==> src/rtl/page_xlate_pkg.sv <==
// Shared constants and types of the page translation unit.
// Assumes a fixed 10-bit frame field and a 10-bit in-page offset.
package page_xlate_pkg;
    localparam int FRAME_W  = 10;
    localparam int OFS_W    = 10;
    localparam int WORD_W   = 48;
    localparam int LANES    = 4;   // frames packed into one map word
    localparam int LO_BITS  = 5;   // contiguous low frame bits per lane
    localparam int HI_BASE  = 28;  // first scattered high bit
    typedef logic [FRAME_W-1:0] frame_t;
endpackage

==> src/rtl/page_map_regs.sv <==
// Frame table: holds one frame number per page and loads four entries at once
// from a packed data word. Assumes PAGES is a multiple of LANES.
module page_map_regs
    import page_xlate_pkg::*;
#(
    parameter int PAGES     = 32,
    parameter int MEM_PAGES = 1024
) (
    input  logic                          clk,
    input  logic                          rst_n,
    input  logic                          map_we,
    input  logic [$clog2(PAGES/LANES)-1:0] map_idx,
    input  logic [WORD_W-1:0]             wr_word,
    input  logic [$clog2(PAGES)-1:0]      rd_page,
    output frame_t                        rd_frame
);
    localparam int     PG_W = $clog2(PAGES);
    localparam frame_t MASK = frame_t'(MEM_PAGES - 1);

    logic [PAGES-1:0][FRAME_W-1:0] tbl;
    frame_t                        lane_frame [LANES];

    // Unpack each lane from its scattered fields, then trim to installed memory.
    for (genvar k = 0; k < LANES; k++) begin : g_lane
        frame_t raw;
        always_comb begin
            raw = '0;
            raw[LO_BITS-1:0] = wr_word[LO_BITS*k +: LO_BITS];
            for (int j = 0; j < FRAME_W - LO_BITS; j++)
                raw[LO_BITS+j] = wr_word[HI_BASE + LANES*j + k];
            lane_frame[k] = raw & MASK;
        end
    end

    // Store the four lanes into the selected page group.
    always_ff @(posedge clk) begin
        if (!rst_n) begin
            tbl <= '0;
        end else if (map_we) begin
            for (int k = 0; k < LANES; k++)
                tbl[{map_idx, 2'(k)}] <= lane_frame[k];
        end
    end

    // Read port used by the access path.
    assign rd_frame = tbl[rd_page];

    AST_MAP_HOLD: assert property (@(posedge clk) disable iff (!rst_n)
        !map_we |=> $stable(tbl));

    AST_FRAME_BOUND: assert property (@(posedge clk) disable iff (!rst_n)
        (rd_frame & ~MASK) == '0);
endmodule

==> src/rtl/prot_mask_reg.sv <==
// Operand-protection mask: one bit per page, replaced one byte per write from
// a fixed field of the data word. Assumes PROT_W is a multiple of 8.
module prot_mask_reg
    import page_xlate_pkg::*;
#(
    parameter int PROT_W  = 32,
    parameter int SRC_LSB = 20
) (
    input  logic                         clk,
    input  logic                         rst_n,
    input  logic                         prot_we,
    input  logic [$clog2(PROT_W/8)-1:0]  prot_idx,
    input  logic [WORD_W-1:0]            wr_word,
    output logic [PROT_W-1:0]            prot_q
);
    localparam int NBYTES = PROT_W / 8;

    // One register byte per slice, loaded only when its index is selected.
    for (genvar b = 0; b < NBYTES; b++) begin : g_byte
        always_ff @(posedge clk) begin
            if (!rst_n)
                prot_q[8*b +: 8] <= '0;
            else if (prot_we && prot_idx == b)
                prot_q[8*b +: 8] <= wr_word[SRC_LSB +: 8];
        end
    end

    AST_PROT_HOLD: assert property (@(posedge clk) disable iff (!rst_n)
        !prot_we |=> $stable(prot_q));
endmodule

==> src/rtl/xlate_check.sv <==
// Combinational translation and fault decision for one access.
// Assumes frame and mask inputs reflect the state before any same-cycle write.
module xlate_check
    import page_xlate_pkg::*;
#(
    parameter int PAGES = 32
) (
    input  logic [$clog2(PAGES)+OFS_W-1:0] acc_addr,
    input  logic                           acc_fetch,
    input  logic                           supervisor,
    input  logic                           prot_off,
    input  logic                           map_off,
    input  frame_t                         frame,
    input  logic [PAGES-1:0]               prot_q,
    output logic [FRAME_W+OFS_W-1:0]       phys_next,
    output logic                           fault_next
);
    localparam int PG_W   = $clog2(PAGES);
    localparam int ADDR_W = PG_W + OFS_W;

    logic [PG_W-1:0] page;
    logic            low_addr;
    logic            op_fault;
    logic            fetch_fault;

    // Split the address and decide both fault kinds.
    always_comb begin
        page        = acc_addr[ADDR_W-1:OFS_W];
        low_addr    = (acc_addr[ADDR_W-1:3] == '0);
        op_fault    = !acc_fetch && prot_q[page] && !prot_off
                      && !(supervisor && map_off && low_addr);
        fetch_fault = acc_fetch && !supervisor && (frame == '0);
        fault_next  = op_fault || fetch_fault;
    end

    // Form the physical address, bypassing the table when mapping is off.
    always_comb begin
        if (map_off)
            phys_next = (FRAME_W+OFS_W)'(acc_addr);
        else
            phys_next = {frame, acc_addr[OFS_W-1:0]};
    end
endmodule

==> src/rtl/page_xlate_unit.sv <==
// Top of the page translation unit: frame table, protection mask, access
// check and a one-cycle registered response. Assumes one request per cycle.
module page_xlate_unit
    import page_xlate_pkg::*;
#(
    parameter int PAGES     = 32,
    parameter int MEM_PAGES = 1024
) (
    input  logic                          clk,
    input  logic                          rst_n,
    input  logic [WORD_W-1:0]             wr_word,
    input  logic                          map_we,
    input  logic [$clog2(PAGES/LANES)-1:0] map_idx,
    input  logic                          prot_we,
    input  logic [$clog2(PAGES/8)-1:0]    prot_idx,
    input  logic                          acc_valid,
    input  logic                          acc_fetch,
    input  logic [$clog2(PAGES)+OFS_W-1:0] acc_addr,
    input  logic                          supervisor,
    input  logic                          prot_off,
    input  logic                          map_off,
    output logic                          rsp_valid,
    output logic [FRAME_W+OFS_W-1:0]      phys_addr,
    output logic                          fault,
    output logic [$clog2(PAGES)-1:0]      fault_page
);
    localparam int PG_W   = $clog2(PAGES);
    localparam int ADDR_W = PG_W + OFS_W;
    localparam int PHYS_W = FRAME_W + OFS_W;

    frame_t             frame;
    logic [PAGES-1:0]   prot_q;
    logic [PHYS_W-1:0]  phys_next;
    logic               fault_next;

    page_map_regs #(.PAGES(PAGES), .MEM_PAGES(MEM_PAGES)) u_map (
        .clk      (clk),
        .rst_n    (rst_n),
        .map_we   (map_we),
        .map_idx  (map_idx),
        .wr_word  (wr_word),
        .rd_page  (acc_addr[ADDR_W-1:OFS_W]),
        .rd_frame (frame)
    );

    prot_mask_reg #(.PROT_W(PAGES)) u_prot (
        .clk      (clk),
        .rst_n    (rst_n),
        .prot_we  (prot_we),
        .prot_idx (prot_idx),
        .wr_word  (wr_word),
        .prot_q   (prot_q)
    );

    xlate_check #(.PAGES(PAGES)) u_chk (
        .acc_addr   (acc_addr),
        .acc_fetch  (acc_fetch),
        .supervisor (supervisor),
        .prot_off   (prot_off),
        .map_off    (map_off),
        .frame      (frame),
        .prot_q     (prot_q),
        .phys_next  (phys_next),
        .fault_next (fault_next)
    );

    // Register the response one cycle after the request.
    always_ff @(posedge clk) begin
        if (!rst_n) begin
            rsp_valid  <= 1'b0;
            fault      <= 1'b0;
            phys_addr  <= '0;
            fault_page <= '0;
        end else begin
            rsp_valid <= acc_valid;
            fault     <= acc_valid && fault_next;
            if (acc_valid) begin
                phys_addr  <= phys_next;
                fault_page <= acc_addr[ADDR_W-1:OFS_W];
            end
        end
    end

    AST_RSP_NEXT: assert property (@(posedge clk) disable iff (!rst_n)
        acc_valid |=> rsp_valid);

    AST_IDLE_QUIET: assert property (@(posedge clk) disable iff (!rst_n)
        !acc_valid |=> (!rsp_valid && !fault));

    AST_SUP_FETCH_OK: assert property (@(posedge clk) disable iff (!rst_n)
        (acc_valid && acc_fetch && supervisor) |=> !fault);

    AST_PROT_OFF_OK: assert property (@(posedge clk) disable iff (!rst_n)
        (acc_valid && !acc_fetch && prot_off) |=> !fault);

    AST_PAGE_REPORT: assert property (@(posedge clk) disable iff (!rst_n)
        acc_valid |=> (fault_page == $past(acc_addr[ADDR_W-1:OFS_W])));
endmodule

==> config.mk <==
export PLATFORM = sky130hd
export DESIGN_NAME = page_xlate_unit
export DESIGN_NICKNAME = d
export VERILOG_FILES = /design/src/rtl/page_xlate_pkg.sv /design/src/rtl/page_map_regs.sv /design/src/rtl/prot_mask_reg.sv /design/src/rtl/xlate_check.sv /design/src/rtl/page_xlate_unit.sv
export SDC_FILE = /design/constraint.sdc
export NUM_CORES = 1
export LEC_CHECK = 0
export BUFFER_PORTS_ARGS = -buffer_cell sky130_fd_sc_hd__buf_2
export CORE_ASPECT_RATIO = 0.5
export CORE_MARGIN = 5
export CORE_UTILIZATION = 40
export DETAILED_ROUTE_END_ITERATION = 10
export MAX_ROUTING_LAYER = met4
export PLACE_DENSITY_LB_ADDON = 0.25
export SLEW_MARGIN = 20
export SYNTH_ARGS = -nofsm -noshare
export SYNTH_HDL_FRONTEND = slang
export SYNTH_SLANG_ARGS = --single-unit
==> constraint.sdc <==
create_clock -name clk -period 4 [get_ports clk]
set_input_delay 0.6 -clock clk [delete_from_list [all_inputs] [get_ports clk]]
set_output_delay 0.6 -clock clk [all_outputs]
set_load 0.01 [all_outputs]
Word-level counts from Yosys, hierarchy flattened
Cells that the tools add are included.
{ "word_totals": {"regBits": 379, "wordCells": 93, "in_bits": 77, "output_inout_bits": 27} }
{ "op_classes": {"eq_ne": 3, "reduce_logical": 24, "mux": 17, "n_lt_le_gt_ge": 9} }
{ "op_table": {"columns": ["operator", "count"], "rows": [
  ["320-bit bitwise mux", 4],
  ["10-bit demux with 3-bit select", 4],
  ["10-bit binary-select mux with 5-bit select", 1],
  ["10-bit 2-to-1 mux", 5],
  ["5-bit by 6-bit < comparator with 1-bit output, second input constant", 5],
  ["5-bit by 1-bit greater-or-equal comparator with 1-bit output, second input constant", 4],
  ["20-bit 2-to-1 mux", 1],
  ["1-bit logical AND", 16],
  ["12-bit logical NOT", 1],
  ["10-bit logical NOT", 1],
  ["1-bit binary-select mux with 5-bit select", 1],
  ["2-bit equality test, second input constant", 2],
  ["1-bit logical NOT", 4],
  ["2-bit by 1-bit equality test with 1-bit output, second input constant", 1],
  ["2-bit logical NOT", 1],
  ["1-bit logical OR", 1],
  ["1-bit 2-to-1 mux", 1]
]} }

Depth between registers and ports, before layout
Gate-level depths: netlist (run 1).
{ "depth": {"word_depth": 8, "mapped_depth": 10, "ltp_nobuf": 6} }

Cells and area by module
A second synthesis (run 1) with hierarchy kept.
{ "hier_totals": {"hier_cells": 2058, "area_unflattened_um2": 17630.7} }
{ "modules_own_cells": {"columns": ["module", "cells_per_inst", "n_inst", "area_per_inst_um2", "seq_area_each_um2"], "rows": [
  ["page_map_regs", 1803, 1, 14885.5, 6406.1],
  ["prot_mask_reg", 115, 1, 1177.4, 640.6],
  ["page_xlate_unit", 84, 1, 1018.5, 540.5],
  ["xlate_check", 56, 1, 549.3, 0.0]
]} }

Worst setup path after synthesis (run 1)
OpenSTA, ideal clock, no wires.
{ "synth_path": {"path_type": "input-to-reg", "from": "input port acc_addr[11]", "to": "register fault", "setup_time_ps": 116, "t_arrival_ps": 2322, "n_path_buf": 3, "path_slack_ps": 1562, "required_time_ps": 3884, "stages": 8, "path_cell_list": "buf_6 -> buf_4 -> buf_2 -> mux4_2 -> mux4_2 -> mux2i_1 -> a311oi_1 -> a41o_1"} }
{ "synth_via": {"elab_chain_len": 7, "word_cells_on_any_way": 14, "cone_classes": "mux (4); reduce/logical (10)"} }
{ "synth_rtl": {"columns": ["item", "line_no", "text"], "rows": [
  ["from (decl)", "page_xlate_unit.sv:18", "input logic [$clog2(PAGES)+OFS_W-1:0] acc_addr,"],
  ["parallel branches: the longest is 5 deep, another holds 10-bit binary-select mux with 5-bit select", null, null],
  ["1-bit logical OR (*)", "xlate_check.sv:33", "fault_next = op_fault || fetch_fault;"],
  ["1-bit logical AND (*)", "page_xlate_unit.sv:76", "fault <= acc_valid && fault_next;"],
  ["to (signal assigned)", "page_xlate_unit.sv:76", null],
  ["to (decl)", "page_xlate_unit.sv:24", "output logic fault,"]
]} }
Mark *: on every way between the ends. The select of a mux whose other input is x is not followed.
A chain may end at the register's enable or synchronous reset.

Worst setup path in the final report (run 1)
{ "layout_path": {"from": "input port acc_addr[10]", "to": "register fault"} }
The elaborated chain is that of the path after synthesis.

==> results of run 1 <==
[report_power, final]
| group | internal, mW | switching, mW | leakage [nW] |
|---|---|---|---|
| logic | 0.265 | 0.411 | 3.04 |
| registers | 3.87 | 0.0509 | 3.07 |
| clock network | 2.25 | 1.53 | 0.631 |
| total | 6.38 | 1.99 | 6.74 |
[logic make-up (layout without fill, tap and decap cells)]
logic type             after synthesis  after routing  synth area share
buffers and inverters              194            210           0.05023
AO/OA/AOI/OAI                      397            397            0.1732
other                                0              1                 0
multiplexers                       163            163            0.1499
flip-flops                         379            379            0.4441
AND/OR/NAND/NOR                    764            764            0.1826
[flip-flops by register name, indices dropped and copies added (netlist names)]
signal,count
fault_page,5
rsp_valid,1
fault,1
u_map.tbl,320
phys_addr,20
u_prot.prot_q,32
[metrics by stage]
step | area (sq um) | worst slack (ps) | utilization | std cells | power (mW)
5_1_grt | 19200 | 1007 | 0.4561 | 2490 | 8.664
4_1_cts | 19200 | 1163 | 0.4561 | 2490 | 8.438
3_3_place_gp | 17920 | 738.1 | 0.4255 | 2428 | 4.673
2_1_floorplan | 17090 | 1562 | - | 1897 | 4.443
6_report | 19210 | 1139 | 0.4561 | 2491 | 8.369
3_5_place_dp | 17920 | 587.0 | 0.4255 | 2428 | 4.679
[worst max-delay path, delay by kind of cell]
family                 cells  cell delay (ps)
AO/OA/AOI/OAI              1              240
buffers and inverters      2              900
AND/OR/NAND/NOR            3              780
multiplexers               2              810
[per-layer routing]
layer / GRT usage / routed length [microns]
met4: 0.03739 / 554
met3: 0.04088 / 3274
met2: 0.3399 / 22880
met5: - / 0
met1: 0.3011 / 23680
[area by class of cell]
type	count	area share
clock inverter	10	0.009446
inverter	4	0.0007817
sequential	379	0.3950
timing repair buffer	144	0.04573
multi-input combinational	1324	0.4538
tap	577	0.03759
clock buffer	52	0.05752
antenna	1	0.0001303
[path summary, 6_finish.rpt]
kind | from | endpoint | slack [ps]
max | acc_addr[10] | fault$_SDFF_PN0_ | 1140
min | acc_addr[1] | phys_addr[1]$_SDFFE_PN0P_ | 330
max reg2reg | u_map.tbl[311]$_SDFFE_PN0P_ | fault$_SDFF_PN0_ | 1860
min reg2reg | u_map.tbl[53]$_SDFFE_PN0P_ | u_map.tbl[53]$_SDFFE_PN0P_ | 460
[cell usage in the layout, fill, tap and decap left out, types with 5 or more instances in the layout]
master and count:
nand2_1 652, dfxtp_1 379, a21boi_0 321, buf_2 100, mux2i_1 86, mux4_2 74
nor2b_1 65, clkbuf_16 39, buf_4 39, a21oi_1 18, o221ai_1 14, a22oi_1 10
clkbuf_8 9, a22o_1 7, a211oi_1 7, nor2_4 6, nand2b_1 5, nand3_1 5
bufinv_16 5, clkbuf_1 5
==> results.cfg, run 1 <==
[worst_setup_path]
cp.arrival_ps = 3340
endpoint_kind = flip-flop
start_kind = input pin
path_max_fanout = 32
crit_top_cell = buf_4
worst-setup-path-type = in2reg
crit_path_max_incr_delay_ps = 540
worstPathCellList = buf_4 > buf_4 > mux4_2 > mux2_2 > nand3_1 > nand4_1 > nor4b_1 > a41o_1
rr_worst_depth = 6
required_ps = 4480
crit_path_top_delay_cell = mux4_2

[synth]
synthCells = 1897
avgSynthCellArea_sq_um = 9.007
synth_edf_count = 0
ys_types = 44
synth_seq_cells = 379
ys_top_cells_by_area = dfxtp_1 44%, nand2_1 14%, a21boi_0 14%
synth_area_sq_um = 17090
yosys.area.top_type = dfxtp_1
syn-num-nets = 1974
yosysMostFrequentCell = nand2_1
synth_flop_cell = dfxtp_1
yosysSeqAreaShare = 0.4441
yosys_warnings = 0
synth_top_area_frac = 0.4441
synthTopCellsByCount = 652 x nand2_1, 379 x dfxtp_1, 321 x a21boi_0
async_flop_share = 0

[timing]
hold_violations = 0
skew_ps = 12.89
slew_viol_final = 0
hold_ws_ps = 325.0
setup_viol = 0
rsz0062_at_grt = no
period_share = 0.7153
setup_tns_ps = 0
worstMarginPinSlew_ps = 888.8
timing.fmax_ghz = 0.3495
relSlewSlack = 0.4061
fin_crit_ps = 2861

[global_route]
first_global_vias = 12688
grt_pass1_wl_microns = 78090
grt.overflow.total = 0
antenna_found_initial = 2
grt_util_all_layers = 0.2177
grt_max_degree = 225

[finish]
syn_to_final_growth_pct = 12.41
final_nets = 1967
drive_above_1_share = 0.1516
multi_input_area_sq_um = 8716
regArea_sq_um = 7587
fillCellCount = 4015

[clocking]
clk_latency_ps = 540
cts_hold_buffers = 0
cts_buffers = 37
clkTransAtPathRegs_ps = 60
cts.sinks = 379
post-cts-setup-buffers = 0
cts_buffer_depth = 3
cts-resized-gates = 0
tritoncts = built
cts_root_buf = clkbuf_16
cts.htree.levels = 2

[power_and_ir_drop]
cellLeakagePower_nw = 6.741
peakVddDrop_mv = 0.2103
power_density_nw_per_um2 = 435.7

[drt]
vias_per_cell = 5.253
drc = 0
drt-pass1-iter-count = 5
wl_per_cell_microns = 20.23
wl_microns = 50390
ant_nets = 0
num_vias = 13086
dr.first_iter.drc_count = 964

[floorplan]
die_x_microns = 302.3
rows = 53
die_y_microns = 156.1
dieArea_sq_um = 47200
pin_count = 104
initial_core_util = 0.4058
core_sq_um = 42110

[hold_path]
whs_path_depth = 3
hold_class = in2reg

[run_status]
outcome = completed

[placed_design]
place.gp.congestion = 0.7721
place_hpwl_microns = 31860
port_buffers = 103

[run]
drv_cap = 0
(Power assumes the default switching activity.)
==> run 2, diff against run 1 <==
Settings changed: ABC_AREA from default to 1.
Clock period 4 ns to 2.7 ns, I/O delays scaled along.
==> run 2 against run 1 <==
Register-to-register slack worse by 720 ps; first-iteration DRC count rose by 61%; clock skew rose by 8.0 ps; power is 52% higher; sequential power grew 50%; non-clock buffer count increased by 17; count of clock-buffer cells in the layout increased by 4; clock power increased by 44%; core utilization shrank 0.13 points; via count rose by 21%; area after synthesis shrank 1.9%; final cell count is 22% higher.
==> results.cfg, run 2 <==
[finish]
largest_register_ffs = 320
fin_util = 0.4548
drive_above_1_share = 0.09244
fillCellCount = 4311
layout_common_cells = 389 x nand2_1, 379 x dfxtp_1, 378 x o21ai_0
final_cells = 3043
design_area_sq_um = 18970
final_nets = 2537
syn_to_final_growth_pct = 13.20
top_register = u_map.tbl
top_regs = u_map.tbl: 320 flops, u_prot.prot_q: 32 flops, phys_addr: 20 flops
final_common_cell = nand2_1

[clocking]
cts_buffer_depth = 3
cts_buffers = 37
clk_latency_ps = 540
cts_hold_buffers = 0
cts_root_buf = clkbuf_16
clkTransAtPathRegs_ps = 60
tritoncts = built
cts.htree.levels = 2
cts.sinks = 379
post-cts-setup-buffers = 0
cts-resized-gates = 0

[synth]
synth_area_sq_um = 16760
synth.area.mux_share = 0
synth_top_area_frac = 0.4527
async_flop_share = 0
avgSynthCellArea_sq_um = 6.858
ys_top_cells_by_area = dfxtp_1 45%, o21ai_0 11%, nand2_1 8.8%
syn-num-nets = 2521
synth-compound-area-share = 0.2095
synth_xor_area_frac = 0
synth_top_family_by_area = simple AND/OR/NAND/NOR gates
synth_adder_area_share = 0
synthTopCellsByCount = 394 x nand2_1, 379 x dfxtp_1, 378 x o21ai_0
yosys.area.top_type = dfxtp_1
synth_flop_cell = dfxtp_1
synthSimpleGateAreaFrac = 0.2320
yosys_warnings = 0
yosysMostFrequentCell = nand2_1
ys_types = 20
yosysSeqAreaShare = 0.4527
synth_seq_cells = 379
synthCells = 2444
synth_edf_count = 0

[drt]
drt-pass1-iter-count = 8
dr.first_iter.drc_count = 1555
vias_per_cell = 5.189
wl_microns = 53820
wl_per_cell_microns = 17.69
ant_nets = 0
num_vias = 15789
drc = 0

[run_status]
outcome = completed

[global_route]
grt.overflow.total = 0
grt_util_all_layers = 0.2312
grt_max_degree = 110
first_global_vias = 14394
grt_pass1_wl_microns = 83390
antenna_found_initial = 6

[timing]
hold_ws_ps = 85.66
fin_crit_ps = 1735
hold_violations = 0
period_share = 0.6427
setup_tns_ps = 0
slew_viol_final = 0
setup_viol = 0
rsz0062_at_grt = no
relSlewSlack = 0.4397
timing.fmax_ghz = 0.5763
skew_ps = 20.93
worstMarginPinSlew_ps = 839.6

[power_and_ir_drop]
power_density_nw_per_um2 = 668.7
cellLeakagePower_nw = 7.661
peakVddDrop_mv = 0.3525

[floorplan]
dieArea_sq_um = 46340
die_y_microns = 154.7
core_sq_um = 41710
initial_core_util = 0.4018
die_x_microns = 299.5
rows = 53
pin_count = 104

[placed_design]
port_buffers = 103
placed_cell_area_sq_um = 17710
place_hpwl_microns = 33500
place.gp.congestion = 0.8489
placedCellCount = 2971

[worst_setup_path]
endpoint_kind = flip-flop
worst-setup-path-type = in2reg
start_kind = input pin
cp.arrival_ps = 2210
required_ps = 3180
path_max_fanout = 31

[hold_path]
hold_class = in2reg

[run]
drv_cap = 0
==> run 2: cell count changes after synthesis, moves of 74 or more <==
cell and change:
nand2_1 -258, a21oi_1 +250, o21ai_0 +374, nand3_1 +206, a21boi_0 -321, mux4_2 -74, inv_1 +230, nor2_1 +330
mux2i_1 -86
==> run 2: kinds of logic after synthesis <==
kind of cell | after synthesis
AO/OA/AOI/OAI | 684
buffers and inverters | 424
flip-flops | 379
AND/OR/NAND/NOR | 957
==> run 2: final timing paths <==
| path | from | depth (start not counted) | endpoint | slack (ps) |
|---|---|---|---|---|
| min | acc_addr[2] | 3 | phys_addr[2]$_SDFFE_PN0P_ | 90 |
| max reg2reg | u_map.tbl[254]$_SDFFE_PN0P_ | 11 | fault$_SDFF_PN0_ | 1140 |
| min reg2reg | u_map.tbl[163]$_SDFFE_PN0P_ | 2 | u_map.tbl[163]$_SDFFE_PN0P_ | 450 |
| max | acc_addr[10] | 14 | fault$_SDFF_PN0_ | 960 |
==> run 2: metal layers <==
| metal | GRT usage | part of all wire |
|---|---|---|
| met1 | 0.3100 | 0.46 |
| met2 | 0.3538 | 0.45 |
| met3 | 0.04292 | 0.067 |
| met4 | 0.07814 | 0.028 |
| met5 | - | 0 |
==> run 2: power breakdown <==
part	leakage [nW]	internal (mW)	total, mW	switching [mW]
clock network	0.617	3.14	5.41	2.27
logic	3.96	0.442	1.39	0.953
registers	3.09	5.81	5.88	0.0764
total	7.66	9.39	12.7	3.30
==> run 2: worst max-delay path: stages <==
cell	delay, ps
buf_6	250
inv_4	180
buf_12	210
nand2_1	60
nand3_1	60
nand3_1	80
nand2_1	50
nor2_1	110
nand2_1	70
nand2_1	90
nand2_1	80
nor2_1	240
nand3_1	140
a21oi_1	140
==> run 2: cell type report <==
| class | count | area (sq um) | share of cell area |
|---|---|---|---|
| multi-input combinational | 1641 | 7415 | 0.3908 |
| clock buffer | 56 | 1110 | 0.05850 |
| sequential | 379 | 7587 | 0.3999 |
| inverter | 240 | 903.4 | 0.04762 |
| tap | 550 | 688.2 | 0.03627 |
| clock inverter | 11 | 137.6 | 0.007255 |
| timing repair buffer | 161 | 1119 | 0.05896 |
| antenna | 5 | 12.51 | 0.0006595 |
==> run 2: metrics by stage <==
step	setup WS, ps	power [mW]
3_3_place_gp	460.8	7.376
4_1_cts	992.7	12.78
2_1_floorplan	1114	6.883
3_5_place_dp	452.8	7.386
5_1_grt	773.5	13.20
6_report	964.7	12.69
